`config.mk`:
```
export PLATFORM = sky130hd
export DESIGN_NAME = freq_lock_monitor
export DESIGN_NICKNAME = d
export VERILOG_FILES = /design/src/rtl/flm_pkg.sv /design/src/rtl/flm_window.sv /design/src/rtl/flm_judge.sv /design/src/rtl/flm_retry.sv /design/src/rtl/freq_lock_monitor.sv
export SDC_FILE = /design/constraint.sdc
export NUM_CORES = 1
export LEC_CHECK = 0
export BUFFER_PORTS_ARGS = -buffer_cell sky130_fd_sc_hd__buf_2
export CAP_MARGIN = 10
export CORE_ASPECT_RATIO = 0.75
export CORE_MARGIN = 2
export CORE_UTILIZATION = 46
export CTS_CLUSTER_SIZE = 25
export DETAILED_ROUTE_END_ITERATION = 10
export PLACE_DENSITY = 0.68
export SLEW_MARGIN = 25
export SYNTH_ARGS = -nofsm -noshare
export SYNTH_HDL_FRONTEND = slang
export SYNTH_SLANG_ARGS = --single-unit
export TNS_END_PERCENT = 50
```
`constraint.sdc`:
```
create_clock -name clk -period 6.6 [get_ports clk]
set_input_delay 0.66 -clock clk [delete_from_list [all_inputs] [get_ports clk]]
set_output_delay 0.66 -clock clk [all_outputs]
set_load 0.03 [all_outputs]
```
`src/rtl/flm_pkg.sv`:
```
// Shared definitions for the frequency lock detector.
// Assumes ppm thresholds and window sizes keep threshold counts below 2^32.
package flm_pkg;

    // Divide-ratio selection codes seen on div_sel.
    typedef enum logic [1:0] {
        DIV_BY_16   = 2'b00,
        DIV_BY_32   = 2'b01,
        DIV_BY_128  = 2'b10,
        DIV_BY_128B = 2'b11
    } div_sel_e;

    // Converts a ppm tolerance into whole ticks for a window of 2^shift ticks.
    function automatic logic [31:0] ppm_to_counts(input int unsigned ppm,
                                                  input int unsigned shift);
        logic [63:0] full;
        full = (64'(ppm) << shift) / 64'd1000000;
        return full[31:0];
    endfunction

endpackage

```
`src/rtl/flm_window.sv`:
```
// Measurement window: counts reference strobes up to 2^WIN_LOG2 and the
// recovered strobes seen in the same span. It raises close for the cycle of
// the final reference strobe and presents the finished count on meas.
// Assumes both strobes are synchronous to clk; the recovered count saturates.
module flm_window #(
    parameter int unsigned WIN_LOG2 = 16,
    parameter int unsigned CW       = WIN_LOG2 + 9
) (
    input  logic          clk,
    input  logic          rst_n,
    input  logic          clear,
    input  logic          ref_tick,
    input  logic          rec_tick,
    output logic          close,
    output logic [CW-1:0] meas
);

    localparam logic [WIN_LOG2-1:0] REF_LAST = {WIN_LOG2{1'b1}};
    localparam logic [CW-1:0]       REC_SAT  = {CW{1'b1}};

    logic [WIN_LOG2-1:0] ref_cnt;
    logic [CW-1:0]       rec_cnt;

    // Window end detection and the running count including this cycle's tick.
    always_comb begin
        close = ref_tick && (ref_cnt == REF_LAST) && !clear;
        meas  = (rec_tick && (rec_cnt != REC_SAT)) ? rec_cnt + CW'(1) : rec_cnt;
    end

    // Advance both counters; restart the recovered count when a window closes.
    always_ff @(posedge clk) begin
        if (!rst_n || clear) begin
            ref_cnt <= '0;
            rec_cnt <= '0;
        end else begin
            if (ref_tick) begin
                ref_cnt <= ref_cnt + WIN_LOG2'(1);
            end
            rec_cnt <= close ? '0 : meas;
        end
    end

    // a closed window leaves both counters at zero for the next one.
    p_restart_r2: assert property (@(posedge clk) disable iff (!rst_n)
        close |=> (ref_cnt == '0) && (rec_cnt == '0));

endmodule

```
`src/rtl/flm_judge.sv`:
```
// Lock judgement: at each window close, compares the measured recovered
// count with ratio * 2^WIN_LOG2. It declares loss above the unlock threshold
// and lock at or below the lock threshold, and otherwise holds its state.
// Assumes div_sel is stable across a window and LOCK_PPM <= UNLOCK_PPM.
module flm_judge
    import flm_pkg::*;
#(
    parameter int unsigned WIN_LOG2   = 16,
    parameter int unsigned CW         = WIN_LOG2 + 9,
    parameter int unsigned LOCK_PPM   = 300,
    parameter int unsigned UNLOCK_PPM = 600
) (
    input  logic          clk,
    input  logic          rst_n,
    input  logic          clear,
    input  logic          close,
    input  logic [CW-1:0] meas,
    input  logic [1:0]    div_sel,
    output logic          loss
);

    localparam logic [CW-1:0] EXP_16  = CW'(1) << (WIN_LOG2 + 4);
    localparam logic [CW-1:0] EXP_32  = CW'(1) << (WIN_LOG2 + 5);
    localparam logic [CW-1:0] EXP_128 = CW'(1) << (WIN_LOG2 + 7);
    localparam logic [CW-1:0] LK_16   = CW'(ppm_to_counts(LOCK_PPM,   WIN_LOG2 + 4));
    localparam logic [CW-1:0] LK_32   = CW'(ppm_to_counts(LOCK_PPM,   WIN_LOG2 + 5));
    localparam logic [CW-1:0] LK_128  = CW'(ppm_to_counts(LOCK_PPM,   WIN_LOG2 + 7));
    localparam logic [CW-1:0] UL_16   = CW'(ppm_to_counts(UNLOCK_PPM, WIN_LOG2 + 4));
    localparam logic [CW-1:0] UL_32   = CW'(ppm_to_counts(UNLOCK_PPM, WIN_LOG2 + 5));
    localparam logic [CW-1:0] UL_128  = CW'(ppm_to_counts(UNLOCK_PPM, WIN_LOG2 + 7));

    logic [CW-1:0] exp_cnt;
    logic [CW-1:0] lock_thr;
    logic [CW-1:0] unlock_thr;
    logic [CW-1:0] dev;

    // Pick the expected count and both thresholds for the selected ratio.
    always_comb begin
        case (div_sel_e'(div_sel))
            DIV_BY_16: begin
                exp_cnt    = EXP_16;
                lock_thr   = LK_16;
                unlock_thr = UL_16;
            end
            DIV_BY_32: begin
                exp_cnt    = EXP_32;
                lock_thr   = LK_32;
                unlock_thr = UL_32;
            end
            default: begin
                exp_cnt    = EXP_128;
                lock_thr   = LK_128;
                unlock_thr = UL_128;
            end
        endcase
        dev = (meas > exp_cnt) ? meas - exp_cnt : exp_cnt - meas;
    end

    // Hysteretic state update, evaluated only when a window closes.
    always_ff @(posedge clk) begin
        if (!rst_n || clear) begin
            loss <= 1'b1;
        end else if (close) begin
            if (loss) begin
                loss <= (dev > lock_thr);
            end else begin
                loss <= (dev > unlock_thr);
            end
        end
    end

    // the state holds between window closes.
    p_hold_between_r7: assert property (@(posedge clk) disable iff (!rst_n)
        (!close && !clear) |=> $stable(loss));

    // power-down always returns the detector to the unlocked state.
    p_clear_unlocks_r9: assert property (@(posedge clk) disable iff (!rst_n)
        clear |=> loss);

endmodule

```
`src/rtl/flm_retry.sv`:
```
// Reacquisition pacing: counts window closes that leave the state unlocked
// and raises a one-cycle request on every REACQ_WIN-th one. It acts one
// cycle after the close, when the judged state has settled.
// Assumes REACQ_WIN >= 2 and windows much longer than two cycles.
module flm_retry #(
    parameter int unsigned REACQ_WIN = 4
) (
    input  logic clk,
    input  logic rst_n,
    input  logic clear,
    input  logic close,
    input  logic loss,
    output logic reacq
);

    localparam int unsigned CNTW = $clog2(REACQ_WIN + 1);
    localparam logic [CNTW-1:0] CNT_LAST = CNTW'(REACQ_WIN - 1);

    logic            close_q;
    logic [CNTW-1:0] miss_cnt;

    // Delay the close strobe, tally unlocked windows, and emit the request.
    always_ff @(posedge clk) begin
        if (!rst_n || clear) begin
            close_q  <= 1'b0;
            miss_cnt <= '0;
            reacq    <= 1'b0;
        end else begin
            close_q <= close;
            reacq   <= 1'b0;
            if (close_q) begin
                if (!loss) begin
                    miss_cnt <= '0;
                end else if (miss_cnt == CNT_LAST) begin
                    miss_cnt <= '0;
                    reacq    <= 1'b1;
                end else begin
                    miss_cnt <= miss_cnt + CNTW'(1);
                end
            end
        end
    end

    // a request lasts exactly one cycle.
    p_single_pulse_r8: assert property (@(posedge clk) disable iff (!rst_n)
        reacq |=> !reacq);

    // requests are only raised while unlocked.
    p_only_unlocked_r8: assert property (@(posedge clk) disable iff (!rst_n)
        reacq |-> loss);

endmodule

```
`src/rtl/freq_lock_monitor.sv`:
```
// Frequency lock detector top: window counting, hysteretic lock judgement,
// and paced reacquisition requests, with both outputs masked in power-down.
// Assumes ref_tick and rec_tick are clk-synchronous strobes.
module freq_lock_monitor #(
    parameter int unsigned WIN_LOG2   = 16,
    parameter int unsigned LOCK_PPM   = 300,
    parameter int unsigned UNLOCK_PPM = 600,
    parameter int unsigned REACQ_WIN  = 4
) (
    input  logic       clk,
    input  logic       rst_n,
    input  logic       ref_tick,
    input  logic       rec_tick,
    input  logic [1:0] div_sel,
    input  logic       pwrdn,
    output logic       lol,
    output logic       reacq
);

    localparam int unsigned CW = WIN_LOG2 + 9;

    logic          close;
    logic [CW-1:0] meas;
    logic          loss;
    logic          reacq_raw;

    flm_window #(
        .WIN_LOG2 (WIN_LOG2),
        .CW       (CW)
    ) window_i (
        .clk      (clk),
        .rst_n    (rst_n),
        .clear    (pwrdn),
        .ref_tick (ref_tick),
        .rec_tick (rec_tick),
        .close    (close),
        .meas     (meas)
    );

    flm_judge #(
        .WIN_LOG2   (WIN_LOG2),
        .CW         (CW),
        .LOCK_PPM   (LOCK_PPM),
        .UNLOCK_PPM (UNLOCK_PPM)
    ) judge_i (
        .clk     (clk),
        .rst_n   (rst_n),
        .clear   (pwrdn),
        .close   (close),
        .meas    (meas),
        .div_sel (div_sel),
        .loss    (loss)
    );

    flm_retry #(
        .REACQ_WIN (REACQ_WIN)
    ) retry_i (
        .clk   (clk),
        .rst_n (rst_n),
        .clear (pwrdn),
        .close (close),
        .loss  (loss),
        .reacq (reacq_raw)
    );

    // Output masking during power-down.
    always_comb begin
        lol   = loss & ~pwrdn;
        reacq = reacq_raw & ~pwrdn;
    end

    // leaving power-down shows the unlocked state at once.
    p_release_unlocked_r9: assert property (@(posedge clk) disable iff (!rst_n)
        $fell(pwrdn) |-> lol);

endmodule

```
# Word level (Yosys, flattened, before mapping)
# Cells that the tools add are included.
[classes]
addsub = 5
eq_ne = 4
magnitude_cmp = 3
n_mux = 9
n_bitwise = 5
n_reduce_logical = 9
[op_table]
columns = ["operator", "count"]
rows = [
  ["two-way mux 25 bit", 2],
  ["one-hot mux 24 bit (2 select lines)", 1],
  ["one-hot mux 13 bit (2 select lines)", 1],
  ["adder 25 x 1 -> 25 bit (second input constant)", 1],
  ["> comparator 25 x 12 -> 1 bit", 1],
  ["> comparator 25 x 13 -> 1 bit", 1],
  ["> comparator 25 x 24 -> 1 bit", 1],
  ["inequality test 25 bit (second input constant)", 1],
  ["subtractor 24 x 25 -> 25 bit", 1],
  ["subtractor 25 x 24 -> 25 bit", 1],
  ["one-hot mux 12 bit (2 select lines)", 1],
  ["adder 16 x 1 -> 16 bit (second input constant)", 1],
  ["equality test 16 bit (second input constant)", 1],
  ["two-way mux 3 bit", 2],
  ["adder 3 x 1 -> 3 bit (second input constant)", 1],
  ["equality test 3 x 2 -> 1 bit (second input constant)", 1],
  ["logical AND 1 bit", 3],
  ["NOT 1 bit", 3],
  ["OR reduction 3 bit", 1],
  ["AND 1 bit", 2],
  ["equality test 2 x 1 -> 1 bit (second input constant)", 1],
  ["logical NOT 1 bit", 2],
  ["logical NOT 2 bit", 1],
  ["two-way mux 1 bit", 2],
  ["2 further kinds", 2],
]
[totals]
register_bits = 47
out_inout_bits = 2
input_bits = 7
wordCells = 41

# Longest topological paths before layout
[logic_depth]
ltp_word = 7
depth_mapped = 24
ltp_nobuf = 23

# Hierarchy
# Synthesis repeated with hierarchy kept, for this count alone.
[hier_totals]
cells_unflattened = 466
hier_area_um2 = 3843.7
[by_module_without_submodules]
columns = ["module", "cells_per_inst", "n_inst", "seq_area_each_um2", "area_each_um2"]
rows = [
  ["flm_window", 242, 1, 820.8, 2130.8],
  ["flm_judge", 200, 1, 20.0, 1473.9],
  ["flm_retry", 22, 1, 100.1, 226.5],
  ["freq_lock_monitor", 2, 1, 0.0, 12.5],
]

# Least setup slack after synthesis
# Ideal clock, no wire load.
[synth_path]
path_kind = "register to register"
startpoint = "register window_i.rec_cnt[0]"
endpoint = "register judge_i.loss"
t_arrival_ns = 5.050
path_buffers = 0
path_stages_with_launch = 21
synth_period_minus_slack_ns = 5.124
setup_ns = 0.073
required_time_ns = 6.527
setup_slack_ns = 1.476
path_cell_list = "dfxtp_1 ha_1 nand4_2 nor4_4 nand2_1 nand2_1 xor2_1 ha_1 o21ai_0 nor3_1 and4_4 a41oi_4 a21oi_1 xor2_1 ha_1 nor3b_1 o21ai_0 and3b_1 or4b_1 a211o_1 o211ai_2"
[synth_between]
elab_chain_len = 7
word_cells_on_any_way = 11
cone_classes = "add/sub: 3; order compare: 3; eq/ne: 1; mux: 3; reduce/logical: 1"
[synth_rtl]
columns = ["item", "line", "rtl"]
rows = [
  ["start: declaration", "flm_window.sv:22", "logic [CW-1:0] rec_cnt;"],
  ["start signal: assignment", "flm_window.sv:39", "rec_cnt <= close ? '0 : meas;"],
  ["parallel branches: the longest is 2 deep, another holds adder 25 x 1 -> 25 bit", "--", ""],
  ["two-way mux 25 bit (*)", "flm_window.sv:27", "meas = (rec_tick && (rec_cnt != REC_SAT)) ? rec_cnt + CW'(1) : rec_cnt;"],
  ["subtractor 24 x 25 -> 25 bit, or another cell as far along", "flm_judge.sv:56", "dev = (meas > exp_cnt) ? meas - exp_cnt : exp_cnt - meas;"],
  ["two-way mux 25 bit (*)", "flm_judge.sv:56", ""],
  ["> comparator 25 x 13 -> 1 bit / > comparator 25 x 12 -> 1 bit (equally long branches)", "flm_judge.sv:67, flm_judge.sv:65", ""],
  ["two-way mux 1 bit (*)", "flm_judge.sv:64", "if (loss) begin"],
  ["end signal: assignment", "flm_judge.sv:65", "loss <= (dev > lock_thr);"],
  ["end signal: assignment", "flm_judge.sv:67", "loss <= (dev > unlock_thr);"],
  ["end: declaration", "flm_judge.sv:19", "output logic loss"],
]
# Mark *: on every way between the ends.
# A chain may end at the register's enable or synchronous reset.

# Worst setup path in the final report
[layout_path]
startpoint = "register window_i.rec_cnt[1]"
endpoint = "register judge_i.loss"
# Same word-level chain as after synthesis.

==> impl_metrics.csv <==
group,metric,value,unit
status,status,"finished, violations left",
status,violations,"design-rule violations",
timing,hold_viol_final,0,
power,pwr-share-clk,39.0,%
synthesis,synth_edf_count,0,
floorplan,rows,29,
floorplan,die_x,113,um
power,seqPwrFrac,42.1,%
layout,nets,540,
drt,ant_nets,0,
synthesis,syn_area,4110,sq um
synthesis,synth-seq-area-share,22.9,%
synthesis,synth.distinct_cells,81,
placement,place.detailed.hpwl,8.32,mm
drt,post_drt_wl_per_cell,17.3,um
synthesis,synth_seq_cells,47,
power,p_switching,0.198,mW
floorplan,boundaryPins,9,
synthesis,synthArstFlopShare,0,%
global_route,grt-ovfl-total,0,
clocking,clkSinkCount,47,
synthesis,syn_avg_cell_area,8.11,sq um
power,switching_share,29.2,%
flow_run,maxCapViolations,0,
setup_path,cp_max_fo,8,
synthesis,synthMuxAreaShare,1.25,%
global_route,grt_pass1_wl,17.2,mm
timing,holdWs,450,ps
drt,wirelength,10.6,mm
synthesis,yosysWarnings,0,
setup_path,required,6830,ps
synthesis,synth.net_count,545,
global_route,grtUsageTotal,22.2,%
layout,drive_gt1_share,9.36,%
setup_path,end_kind,"register",
timing,worst_slew_pin_slew,858,ps
global_route,antenna_found_initial,0,
setup_path,arrival,6250,ps
layout,mostFrequentLayoutCell,"nor2_1",
setup_path,rrSetupSlack,580,ps
timing,totalNegativeSetupSlack,0,ps
drt,drt-initial-drc-count,367,
setup_path,cp-start-kind,"register",
global_route,grt_max_degree,26,
layout,syn2layout_area_growth,5.27,%
setup_path,critical_path_class,"reg2reg",
placement,place_congestion,0.918,
clocking,htree_num_levels,2,
floorplan,start_util,47.9,%
drt,dr.pass1.iters,8,
drt,route.detailed.drc,1,
clocking,clk-insertion-delay-late,310,ps
synthesis,synth_fa_ha_area_share,10.2,%
timing,setup_viol,0,
synthesis,synth_top_family_by_area,"simple AND/OR/NAND/NOR gates",
synthesis,synth-simple-area-share,31.5,%
clocking,postCtsSetupBuffers,0,
clocking,cts_tree,"done",
clocking,path_clk_slew,70,ps
layout,layout_common_cells,"nor2_1 (59), dfxtp_1 (47), nand2_1 (40)",
placement,dp_slack,700,ps
power,p_int,0.480,mW
timing,period_share,91.3,%
floorplan,die-area,9700,sq um
floorplan,coreArea,8560,sq um
clocking,max-clock-path-buffers,2,
power,combPwrFrac,18.9,%
power,p_leak,1.62,nW
clocking,cts-root-buf,"clkbuf_16",
layout,fin_util,50.5,%
timing,slew_violations,0,
layout,antenna_cells,0,
worst_hold_path,hp-class,"reg2reg",
timing,fmax,166,MHz
floorplan,fp.dieH,85.8,um
synthesis,syn_inst,506,
clocking,ctsResizeCount,0,
timing,finClkSkew,11.4,ps
synthesis,synth_compound_area_share,19.1,%
power,ir_drop,0.100,mV
drt,routed_via_density,6.25,
power,power_density,157,nW/um^2
timing,min_period,6020,ps
timing,setup_slack,576,ps
synthesis,synthXorXnorAreaFrac,10.5,%
synthesis,synthFlopType,"dfxtp_1",
drt,via_count,3812,
timing,rsz0062_at_grt,"no",
clocking,cts_hold_buffers,0,
global_route,grt_pass1_vias,3306,
timing,relSlewSlack,42.3,%
clocking,cts_buffers,5,
placement,port_buffers,8,
metrics by stage:
| step | power, mW | cells | cell area, sq um |
|---|---|---|---|
| 3_5_place_dp | 0.417 | 602 | 4170 |
| 2_1_floorplan | 0.388 | 506 | 4110 |
| 4_1_cts | 0.681 | 610 | 4320 |
| 3_3_place_gp | 0.414 | 602 | 4170 |
| 6_report | 0.678 | 610 | 4320 |
| 5_1_grt | 0.713 | 610 | 4320 |
path summary, 6_finish.rpt:
| check | from | end | cells past startpoint |
|---|---|---|---|
| worst max-delay path | window_i.rec_cnt[1] | judge_i.loss | 20 |
| worst min-delay path | retry_i.miss_cnt[2] | retry_i.reacq | 1 |
| worst max register to register | window_i.rec_cnt[1] | judge_i.loss | 20 |
| worst min register to register | retry_i.miss_cnt[2] | retry_i.reacq | 1 |
routing by layer:
metal  part of all wire, %  GRT usage (%)  up-vias
met5                     0              0        -
met4                   1.1           4.88        0
met3                    10           5.23        7
met2                    38           29.4      184
met1                    51           35.6     1771
li1                      -              -     1850
flip-flops by register name (all words and copies together), names as in the netlist:
register	flops
judge_i.loss	1
window_i.rec_cnt	25
window_i.ref_cnt	16
retry_i.close_q	1
retry_i.miss_cnt	3
retry_i.reacq	1
Yosys cell counts, types with 4 or more instances:
cell / count / area (sq um)
clkbuf_1: 8 / 30.0
xor2_1: 17 / 149
nor3_1: 15 / 75.1
xnor2_1: 32 / 280
inv_1: 19 / 71.3
or3_1: 9 / 56.3
nand2_1: 40 / 150
ha_1: 31 / 388
nor2_1: 59 / 221
o21ai_0: 21 / 105
mux2i_1: 4 / 40.0
buf_2: 8 / 40.0
a21oi_1: 24 / 120
and4_1: 7 / 61.3
and2_1: 5 / 31.3
nand4_1: 15 / 93.8
a31oi_1: 8 / 50.1
nor4_1: 8 / 50.1
and3_1: 9 / 56.3
nand3_1: 16 / 80.1
nand2b_1: 5 / 31.3
dfxtp_1: 47 / 941
nor2b_1: 6 / 37.5
a21o_1: 8 / 60.1
layout make-up:
class,count,area [sq um]
Inverter,19,71.3
Multi-Input combinational cell,419,2980
Timing Repair Buffer,9,47.5
Clock buffer,5,125
Fill cell,816,4240
Tap cell,108,135
Sequential cell,47,941
Clock inverter,3,25.0
cell families after synthesis:
group / after synthesis
and+or+nand+nor: 226
DFF: 47
adders and majority gates: 33
xor gates and xnor gates: 49
buffers and inverters: 40
muxes: 5
AOI/OAI and AO/OA: 106
worst max-delay path: stages, from the launching register on:
cell and delay, ps:
dfxtp_1 460, ha_1 270, nand4_2 200, nor4_4 650, nand2_1 340, nand2_1 250
mux2i_1 360, ha_1 260, o21ai_0 100, nor3_1 360, and4_4 350, a41oi_4 180
a21oi_1 210, xor2_1 220, ha_1 300, nor3b_1 260, o21ai_0 150, and3b_1 190
or4b_1 460, a211o_1 310, o211ai_2 70
power groups by stage:
stage | clock [mW] | combinational, mW | sequential [mW]
floorplan | 0 | 0.0966 | 0.292
global placement | 0 | 0.122 | 0.292
detailed placement | 0 | 0.125 | 0.292
CTS | 0.270 | 0.126 | 0.285
global route | 0.285 | 0.142 | 0.286
finish | 0.265 | 0.128 | 0.286
(Power assumes the default switching activity.)
